**src/rtl/pla_pkg.sv**
```systemverilog
package pla_pkg;
  typedef enum logic [1:0] {
    PLA_FULL     = 2'd0,
    PLA_DECODER  = 2'd1,
    PLA_FIXED_OR = 2'd2
  } plaMode_t;

  typedef struct packed {
    logic shiftEn;
    logic outEn;
  } ctrlStrb_t;
endpackage

```
**src/rtl/pla_ctrl.sv**
```systemverilog
module pla_ctrl #(
  parameter int CFG_W = 36
) (
  input  logic                clk,
  input  logic                rst,
  input  logic                cfgLoad,
  output pla_pkg::ctrlStrb_t  strb
);
  localparam int CW = $clog2(CFG_W + 1);

  logic [CW-1:0] cnt;
  logic          loadPrev;
  logic          done;

  always_ff @(posedge clk) begin
    if (rst) begin
      cnt      <= '0;
      loadPrev <= 1'b0;
      done     <= 1'b0;
    end else begin
      loadPrev <= cfgLoad;
      if (cfgLoad) begin
        done <= 1'b0;
        if (!loadPrev) cnt <= CW'(1);
        else if (cnt != CW'(CFG_W)) cnt <= cnt + 1'b1;
      end else if (loadPrev) begin
        done <= (cnt == CW'(CFG_W));
      end
    end
  end

  always_comb begin
    strb.shiftEn = cfgLoad;
    strb.outEn   = done && !cfgLoad;
  end

  // consecutive load cycles advance the bit count by one until full
  a_r2_count_step: assert property (@(posedge clk) disable iff (rst)
    ($past(cfgLoad) && $past(loadPrev) && ($past(cnt) < CW'(CFG_W))) |-> (cnt == $past(cnt) + 1'b1));
  // completion only after a full-length burst
  a_r6_full_burst: assert property (@(posedge clk) disable iff (rst)
    $rose(done) |-> ($past(cnt) == CW'(CFG_W)));
  // any load cycle clears completion
  a_r7_load_clears: assert property (@(posedge clk) disable iff (rst)
    $past(cfgLoad) |-> !done);
endmodule

```
**src/rtl/pla_datapath.sv**
```systemverilog
module pla_datapath #(
  parameter pla_pkg::plaMode_t MODE = pla_pkg::PLA_FULL,
  parameter int NUM_IN   = 3,
  parameter int TERMS    = 4,
  parameter int NUM_OUT  = 3,
  parameter int AND_BITS = 24,
  parameter int CFG_W    = 36
) (
  input  logic                clk,
  input  logic                rst,
  input  pla_pkg::ctrlStrb_t  strb,
  input  logic                cfgBit,
  input  logic [NUM_IN-1:0]   dataIn,
  output logic [NUM_OUT-1:0]  dataOut
);
  localparam int LIT_W = 2 * NUM_IN;
  localparam int GRP   = TERMS / NUM_OUT;

  logic [CFG_W-1:0]   cfgReg;
  logic [LIT_W-1:0]   lits;
  logic [TERMS-1:0]   termHit;
  logic [NUM_OUT-1:0] orOut;

  always_ff @(posedge clk) begin
    if (rst) cfgReg <= '0;
    else if (strb.shiftEn) cfgReg <= {cfgBit, cfgReg[CFG_W-1:1]};
  end

  for (genvar i = 0; i < NUM_IN; i++) begin : g_lit
    assign lits[2*i]   = dataIn[i];
    assign lits[2*i+1] = ~dataIn[i];
  end

  if (MODE == pla_pkg::PLA_DECODER) begin : g_and_fixed
    for (genvar t = 0; t < TERMS; t++) begin : g_term
      assign termHit[t] = (dataIn == NUM_IN'(t));
    end
  end else begin : g_and_prog
    for (genvar t = 0; t < TERMS; t++) begin : g_term
      logic [LIT_W-1:0] mask;
      assign mask       = cfgReg[t*LIT_W +: LIT_W];
      assign termHit[t] = (|mask) && ((mask & ~lits) == '0);
    end
  end

  if (MODE == pla_pkg::PLA_FIXED_OR) begin : g_or_fixed
    for (genvar o = 0; o < NUM_OUT; o++) begin : g_out
      assign orOut[o] = |termHit[o*GRP +: GRP];
    end
  end else begin : g_or_prog
    for (genvar o = 0; o < NUM_OUT; o++) begin : g_out
      assign orOut[o] = |(termHit & cfgReg[AND_BITS + o*TERMS +: TERMS]);
    end
  end

  assign dataOut = strb.outEn ? orOut : '0;

  // no active term means no active output
  a_r5_no_term_no_out: assert property (@(posedge clk) disable iff (rst)
    (termHit == '0) |-> (dataOut == '0));
endmodule

```
**src/rtl/pla_array.sv**
```systemverilog
module pla_array #(
  parameter pla_pkg::plaMode_t MODE = pla_pkg::PLA_FULL,
  parameter int NUM_IN    = 3,
  parameter int NUM_TERMS = 4,
  parameter int NUM_OUT   = 3
) (
  input  logic               clk,
  input  logic               rst,
  input  logic               cfgLoad,
  input  logic               cfgBit,
  input  logic [NUM_IN-1:0]  dataIn,
  output logic [NUM_OUT-1:0] dataOut
);
  localparam int TERMS    = (MODE == pla_pkg::PLA_DECODER) ? (1 << NUM_IN) : NUM_TERMS;
  localparam int AND_BITS = (MODE == pla_pkg::PLA_DECODER) ? 0 : TERMS * 2 * NUM_IN;
  localparam int OR_BITS  = (MODE == pla_pkg::PLA_FIXED_OR) ? 0 : TERMS * NUM_OUT;
  localparam int CFG_W    = AND_BITS + OR_BITS;

  pla_pkg::ctrlStrb_t strb;

  pla_ctrl #(.CFG_W(CFG_W)) u_ctrl (
    .clk(clk), .rst(rst), .cfgLoad(cfgLoad), .strb(strb)
  );

  pla_datapath #(
    .MODE(MODE), .NUM_IN(NUM_IN), .TERMS(TERMS), .NUM_OUT(NUM_OUT),
    .AND_BITS(AND_BITS), .CFG_W(CFG_W)
  ) u_dp (
    .clk(clk), .rst(rst), .strb(strb), .cfgBit(cfgBit),
    .dataIn(dataIn), .dataOut(dataOut)
  );

  // outputs blank while loading and one cycle after
  a_r7_quiet_load: assert property (@(posedge clk) disable iff (rst)
    $past(cfgLoad) |-> (dataOut == '0));
  // outputs blank in the first cycle after reset
  a_r1_reset_quiet: assert property (@(posedge clk)
    $past(rst) |-> (dataOut == '0));
endmodule

```
**config.mk**
```make
export PLATFORM = sky130hd
export DESIGN_NAME = pla_array
export DESIGN_NICKNAME = d
export VERILOG_FILES = /design/src/rtl/pla_pkg.sv /design/src/rtl/pla_ctrl.sv /design/src/rtl/pla_datapath.sv /design/src/rtl/pla_array.sv
export SDC_FILE = /design/constraint.sdc
export NUM_CORES = 1
export LEC_CHECK = 0
export BUFFER_PORTS_ARGS = -buffer_cell sky130_fd_sc_hd__buf_4
export CAP_MARGIN = 20
export CORE_UTILIZATION = 49
export DETAILED_ROUTE_END_ITERATION = 8
export GPL_ROUTABILITY_DRIVEN = 0
export PLACE_DENSITY = 0.7
export REMOVE_ABC_BUFFERS = 1
export SYNTH_ARGS = -nofsm -noshare
export SYNTH_HDL_FRONTEND = slang
export SYNTH_SLANG_ARGS = --single-unit
```
**constraint.sdc**
```tcl
create_clock -name clk -period 1.7 [get_ports clk]
set_input_delay 0.17 -clock clk [delete_from_list [all_inputs] [get_ports clk]]
set_output_delay 0.17 -clock clk [all_outputs]
set_load 0.01 [all_outputs]
```
# == Word-level counts from Yosys, hierarchy flattened ==
# Cells that the tools add are included.
# classes
add_sub_neg,1
eq_ne,3
muxes,3
bitwise,11
reduce_logical,19
# ops
op,count
$and 6x6->6,4
$logic_not 6->1,4
$reduce_or 6->1,4
$and 4x4->4,3
$mux 6,2
$reduce_or 4->1,3
$add 6x1->6 const B,1
$eq 6x6->1 const B,1
$ne 6x6->1 const B,1
$not 6->6,1
$logic_and 1x1->1,5
$mux 3,1
$not 1->1,3
$ne 2x2->1 const B,1
$reduce_and 2->1,1
$reduce_or 2->1,1
$logic_not 1->1,1
# word_totals
regBits,44
out_inout_bits,3

# == Longest topological paths before layout ==
# depth
word_depth,8
depth_mapped,5
ltp_nobuf,5

# == Cells and area by module ==
# A second synthesis with hierarchy kept.
# unflattened
cells_unflattened,205
hier_area_um2,2077.0
# modules_own_cells
mod,instances,cells_each,area_each_um2,seq_area_each_um2
pla_datapath,1,153,1557.7,720.7
pla_ctrl,1,52,519.2,160.2

# == Least setup slack after synthesis ==
# Ideal clock, no wire load.
# synth_path
kind,flip-flop to output port
startpoint,register u_dp.cfgReg[6]
endpoint,output dataOut[0]
arrival_ns,1.381
t_required_ns,1.530
path_slack_ns,0.149
stages_incl_launch_ff,5
n_path_buf,0
path_cell_list,dfxtp_1 -> or4_1 -> o311a_1 -> nand3_1 -> a41oi_1
# synth_between
elab_chain_cells,6
elab_cells_between_ends,7
# synth_rtl
element,line,text
start: declaration,pla_datapath.sv:19,logic [CFG_W-1:0] cfgReg;
start signal: assignment,pla_datapath.sv:26,"else if (strb.shiftEn) cfgReg <= {cfgBit, cfgReg[CFG_W-1:1]};"
$and 6x6->6,pla_datapath.sv:42,assign termHit[t] = (|mask) && ((mask & ~lits) == '0);
$logic_not 6->1,pla_datapath.sv:42,
$logic_and 1x1->1 (*),pla_datapath.sv:42,
$and 4x4->4 (*),pla_datapath.sv:52,assign orOut[o] = |(termHit & cfgReg[AND_BITS + o*TERMS +: TERMS]);
$reduce_or 4->1 (*),pla_datapath.sv:52,
$mux 3 (*),pla_datapath.sv:56,assign dataOut = strb.outEn ? orOut : '0;
end: declaration,pla_array.sv:12,output logic [NUM_OUT-1:0] dataOut
# Mark *: on every way between the ends. The rest lies on a longest branch, timed or not.

# == Worst setup path after layout ==
# layout_path
startpoint,register u_dp.cfgReg[8]
endpoint,output dataOut[2]
# Same word-level chain as after synthesis.

==> impl_metrics.tcl <==
set metrics [dict create \
    maxCapViolCount 0 \
    endpoint_kind "output pin" \
    groute.layer.met1.usage 0.217 \
    yosys.cell_types.count 26 \
    tightest_slew_ns 0.409 \
    antenna_found_initial 0 \
    dp_hpwl_um 2760 \
    routed_wl_um 3950 \
    yosysSeqAreaShare 0.462 \
    synthXorXnorAreaFrac 0.00459 \
    cp-start-kind "flop" \
    route.vias.total 1511 \
    area_growth_syn_to_layout_pct 17.5 \
    die_ht_um 64.4 \
    worstSkewPairLatency_ns 0.29 \
    holdCritPathClass "input port to flop" \
    avgSynthCellArea_um2 9.64 \
    synth.mux.area_fraction 0.255 \
    holdPathStages 3 \
    hold_path_startpoint "cfgBit" \
    synth_fa_ha_area_frac 0.0131 \
    io_pins 10 \
    grt-ovfl-total 0 \
    coreArea_um2 3690 \
    synth-main-ff-cell "dfxtp_1" \
    netlist.area_leader.share 0.462 \
    synth_top_family_by_area "multiplexers" \
    clock_root_buffer_master "clkbuf_8" \
    routed_wire_length_per_instance_um 14.6 \
    compound_cell_area_share_of_the_yosys_netlist 0.0669 \
    tritoncts "done" \
    endpoint_of_the_lowest_slack_register_to_register_path "u_ctrl.cnt[1]$_SDFFE_PP0P_" \
    floorplan.initialDensity 0.517 \
    post_route_cells_drive_above_1_share 0.203 \
    grt_max_degree 42 \
    r2r_startpoint "u_ctrl.cnt[3]$_SDFFE_PP0P_" \
    post_synth_most_frequent_cells "dfxtp_1, mux2i_1, nor2_1" \
    worstPathRequired_ns 1.53 \
    cts_num_sinks 44 \
    violations "setup timing" \
    min_period_over_period 1.21 \
    horizontal_die_dimension_um 64.4 \
    worst_slew_margin_rel 0.727 \
    period_needed_ns 2.06 \
    use_met2 0.359 \
    worstPathArrival_ns 1.89 \
    clock_skew_ns 0.00488 \
    finalMaxSlewViolations 0 \
    leakage_power_nw 0.948 \
    drc 0 \
    worstHoldEndpoint "u_dp.cfgReg[35]$_SDFFE_PP0P_" \
    critical_path_peak_fanout 3 \
    io_buffers 9 \
    outcome "complete, but fails checks" \
    synth-seq-cells 44 \
    diodes 0 \
    fmax_mhz 485 \
    grt_setup_unrepaired "true" \
    total_clock_buffers_created_by_cts 5 \
    place_inst 261 \
    finalCoreUtilization 0.608 \
    synthDominantAreaCellType "dfxtp_1" \
    synthesis.area_um2 1910 \
    timing.final.ws_setup_ns -0.362 \
    synth_edf_count 0 \
    cellPowerDensity_nw_per_um2 798 \
    synthSimpleGateAreaFrac 0.170 \
    proportion_of_synthesized_flip_flops_having_asynchronous_set_or_reset 0 \
    first_global_vias 1479 \
    grt_util_met3 0.0661 \
    routed_vias_inst 5.60 \
    detail_route.iter0.violations 95 \
    yosys-top-cells-area "dfxtp_1, mux2i_1, nor2_1, nand3_1, mux2_2" \
    gr-max-usage-layer "met2" \
    reg2reg_depth 4 \
    antenna_left 0 \
    cts.path.max_buffers 2 \
    first_pass_iters 4 \
    first_pass_grt_wire_length_um 6380 \
    hold_violations 0 \
    groute.usage.overall 0.207 \
    minimum_setup_slack_among_reg_to_reg_paths_ns 0.34 \
    total_nets_final 230 \
    worst_setup_hold_path_clk_slew_ns 0.07 \
    total_die_area_um2 4150 \
    number_of_instances_in_the_synthesized_netlist 198 \
    cts_htree_levels 2 \
    finalSetupViolCount 3 \
    worstSetupStartpoint "u_dp.cfgReg[8]$_SDFFE_PP0P_" \
    floorplan.rows 22 \
    yosysWarnings 0 \
    postLayoutCellArea_um2 2240 \
    worst-setup-path-type "flop to output pin" \
    placed_cell_area_um2 2110 \
    final_cells 270 \
    synth.most_common_cell "dfxtp_1" \
    worst_ir_drop_vdd_mv 0.491 \
]
==> worst max-delay path: stages, from the launching register on <==
cell and delay (ns):
dfxtp_2 0.32, or4_1 0.52, o311a_1 0.41, nand3_1 0.11, a41oi_2 0.10, buf_4 0.16
==> where the power goes <==
| part | leakage (nW) | internal [mW] | total, mW | switching, mW |
|---|---|---|---|---|
| clock | 0.0455 | 0.331 | 0.646 | 0.315 |
| sequential | 0.356 | 1.04 | 1.04 | 0.00712 |
| combinational | 0.546 | 0.0421 | 0.0997 | 0.0576 |
==> cell type report <==
type | count | area (um2)
fill | 315 | 1450
multi-input combinational | 141 | 1010
sequential | 44 | 883
timing repair buffer | 25 | 188
clock buffer | 8 | 90.1
tap | 48 | 60.1
inverter | 4 | 15.0
==> placed cells by master, fill, tap and decap left out <==
cell type,count
inv_1,4
nor4_1,2
nor2_1,43
mux2i_1,43
nor3_1,1
a21oi_1,4
a211oi_1,3
nand3_2,2
a31oi_1,2
nor2b_1,3
a41oi_2,3
clkbuf_1,2
o21ai_0,2
clkbuf_8,6
dfxtp_1,42
ha_1,2
o311a_1,2
dfxtp_2,2
xor2_1,1
nand2_1,4
buf_4,25
nand4_1,2
and4bb_2,1
o21bai_1,1
or3_1,2
nand3_1,10
a31o_2,1
or4_1,2
mux2_2,5
==> flip-flops by register name, indices dropped and copies added, names as in the netlist <==
signal           cells
u_dp.cfgReg         36
u_ctrl.done          1
u_ctrl.cnt           6
u_ctrl.loadPrev      1
==> per-layer routing <==
metal	share of wire	up-vias
met5	0	-
met4	0.022	0
met3	0.046	7
met2	0.49	31
met1	0.44	728
li1	-	745
==> worst max path at each step <==
stage	end	slack [ns]	cells after the start
6_report	dataOut[2]	-0.36	5
3_3_place_gp	dataOut[0]	-0.003	5
4_1_cts	dataOut[0]	-0.35	5
2_1_floorplan	dataOut[0]	0.15	4
3_5_place_dp	dataOut[0]	-0.02	5
5_1_grt	dataOut[2]	-0.42	5
==> kinds of logic (layout without fill, tap and decap cells) <==
group	Yosys count	after routing
AOI/OAI and AO/OA	18	18
xor gates and xnor gates	1	1
adders and majority gates	2	2
buffers and inverters	13	37
DFF	44	44
muxes	48	48
and+or+nand+nor	72	72
==> through the flow <==
step	hold WS, ns	setup slack [ns]	setup TNS, ns	total power, mW
2_1_floorplan	0.237	0.149	0	1.10
3_3_place_gp	0.411	-0.00295	-0.00295	1.16
3_5_place_dp	0.420	-0.0191	-0.0340	1.17
4_1_cts	0.109	-0.346	-1.02	1.81
5_1_grt	0.112	-0.416	-1.21	1.87
6_report	0.116	-0.362	-1.06	1.79
==> what timing repair did <==
item | CTS | global route
pin swaps | 0 | 8
cloned | 0 | 0
gates resized for setup | 0 | 7
setup buffers | 0 | 1
hold buffers | 0 | 0
endpoints found under the setup margin | 3 | 3
No activity file was read; power rests on OpenSTA's default activity.
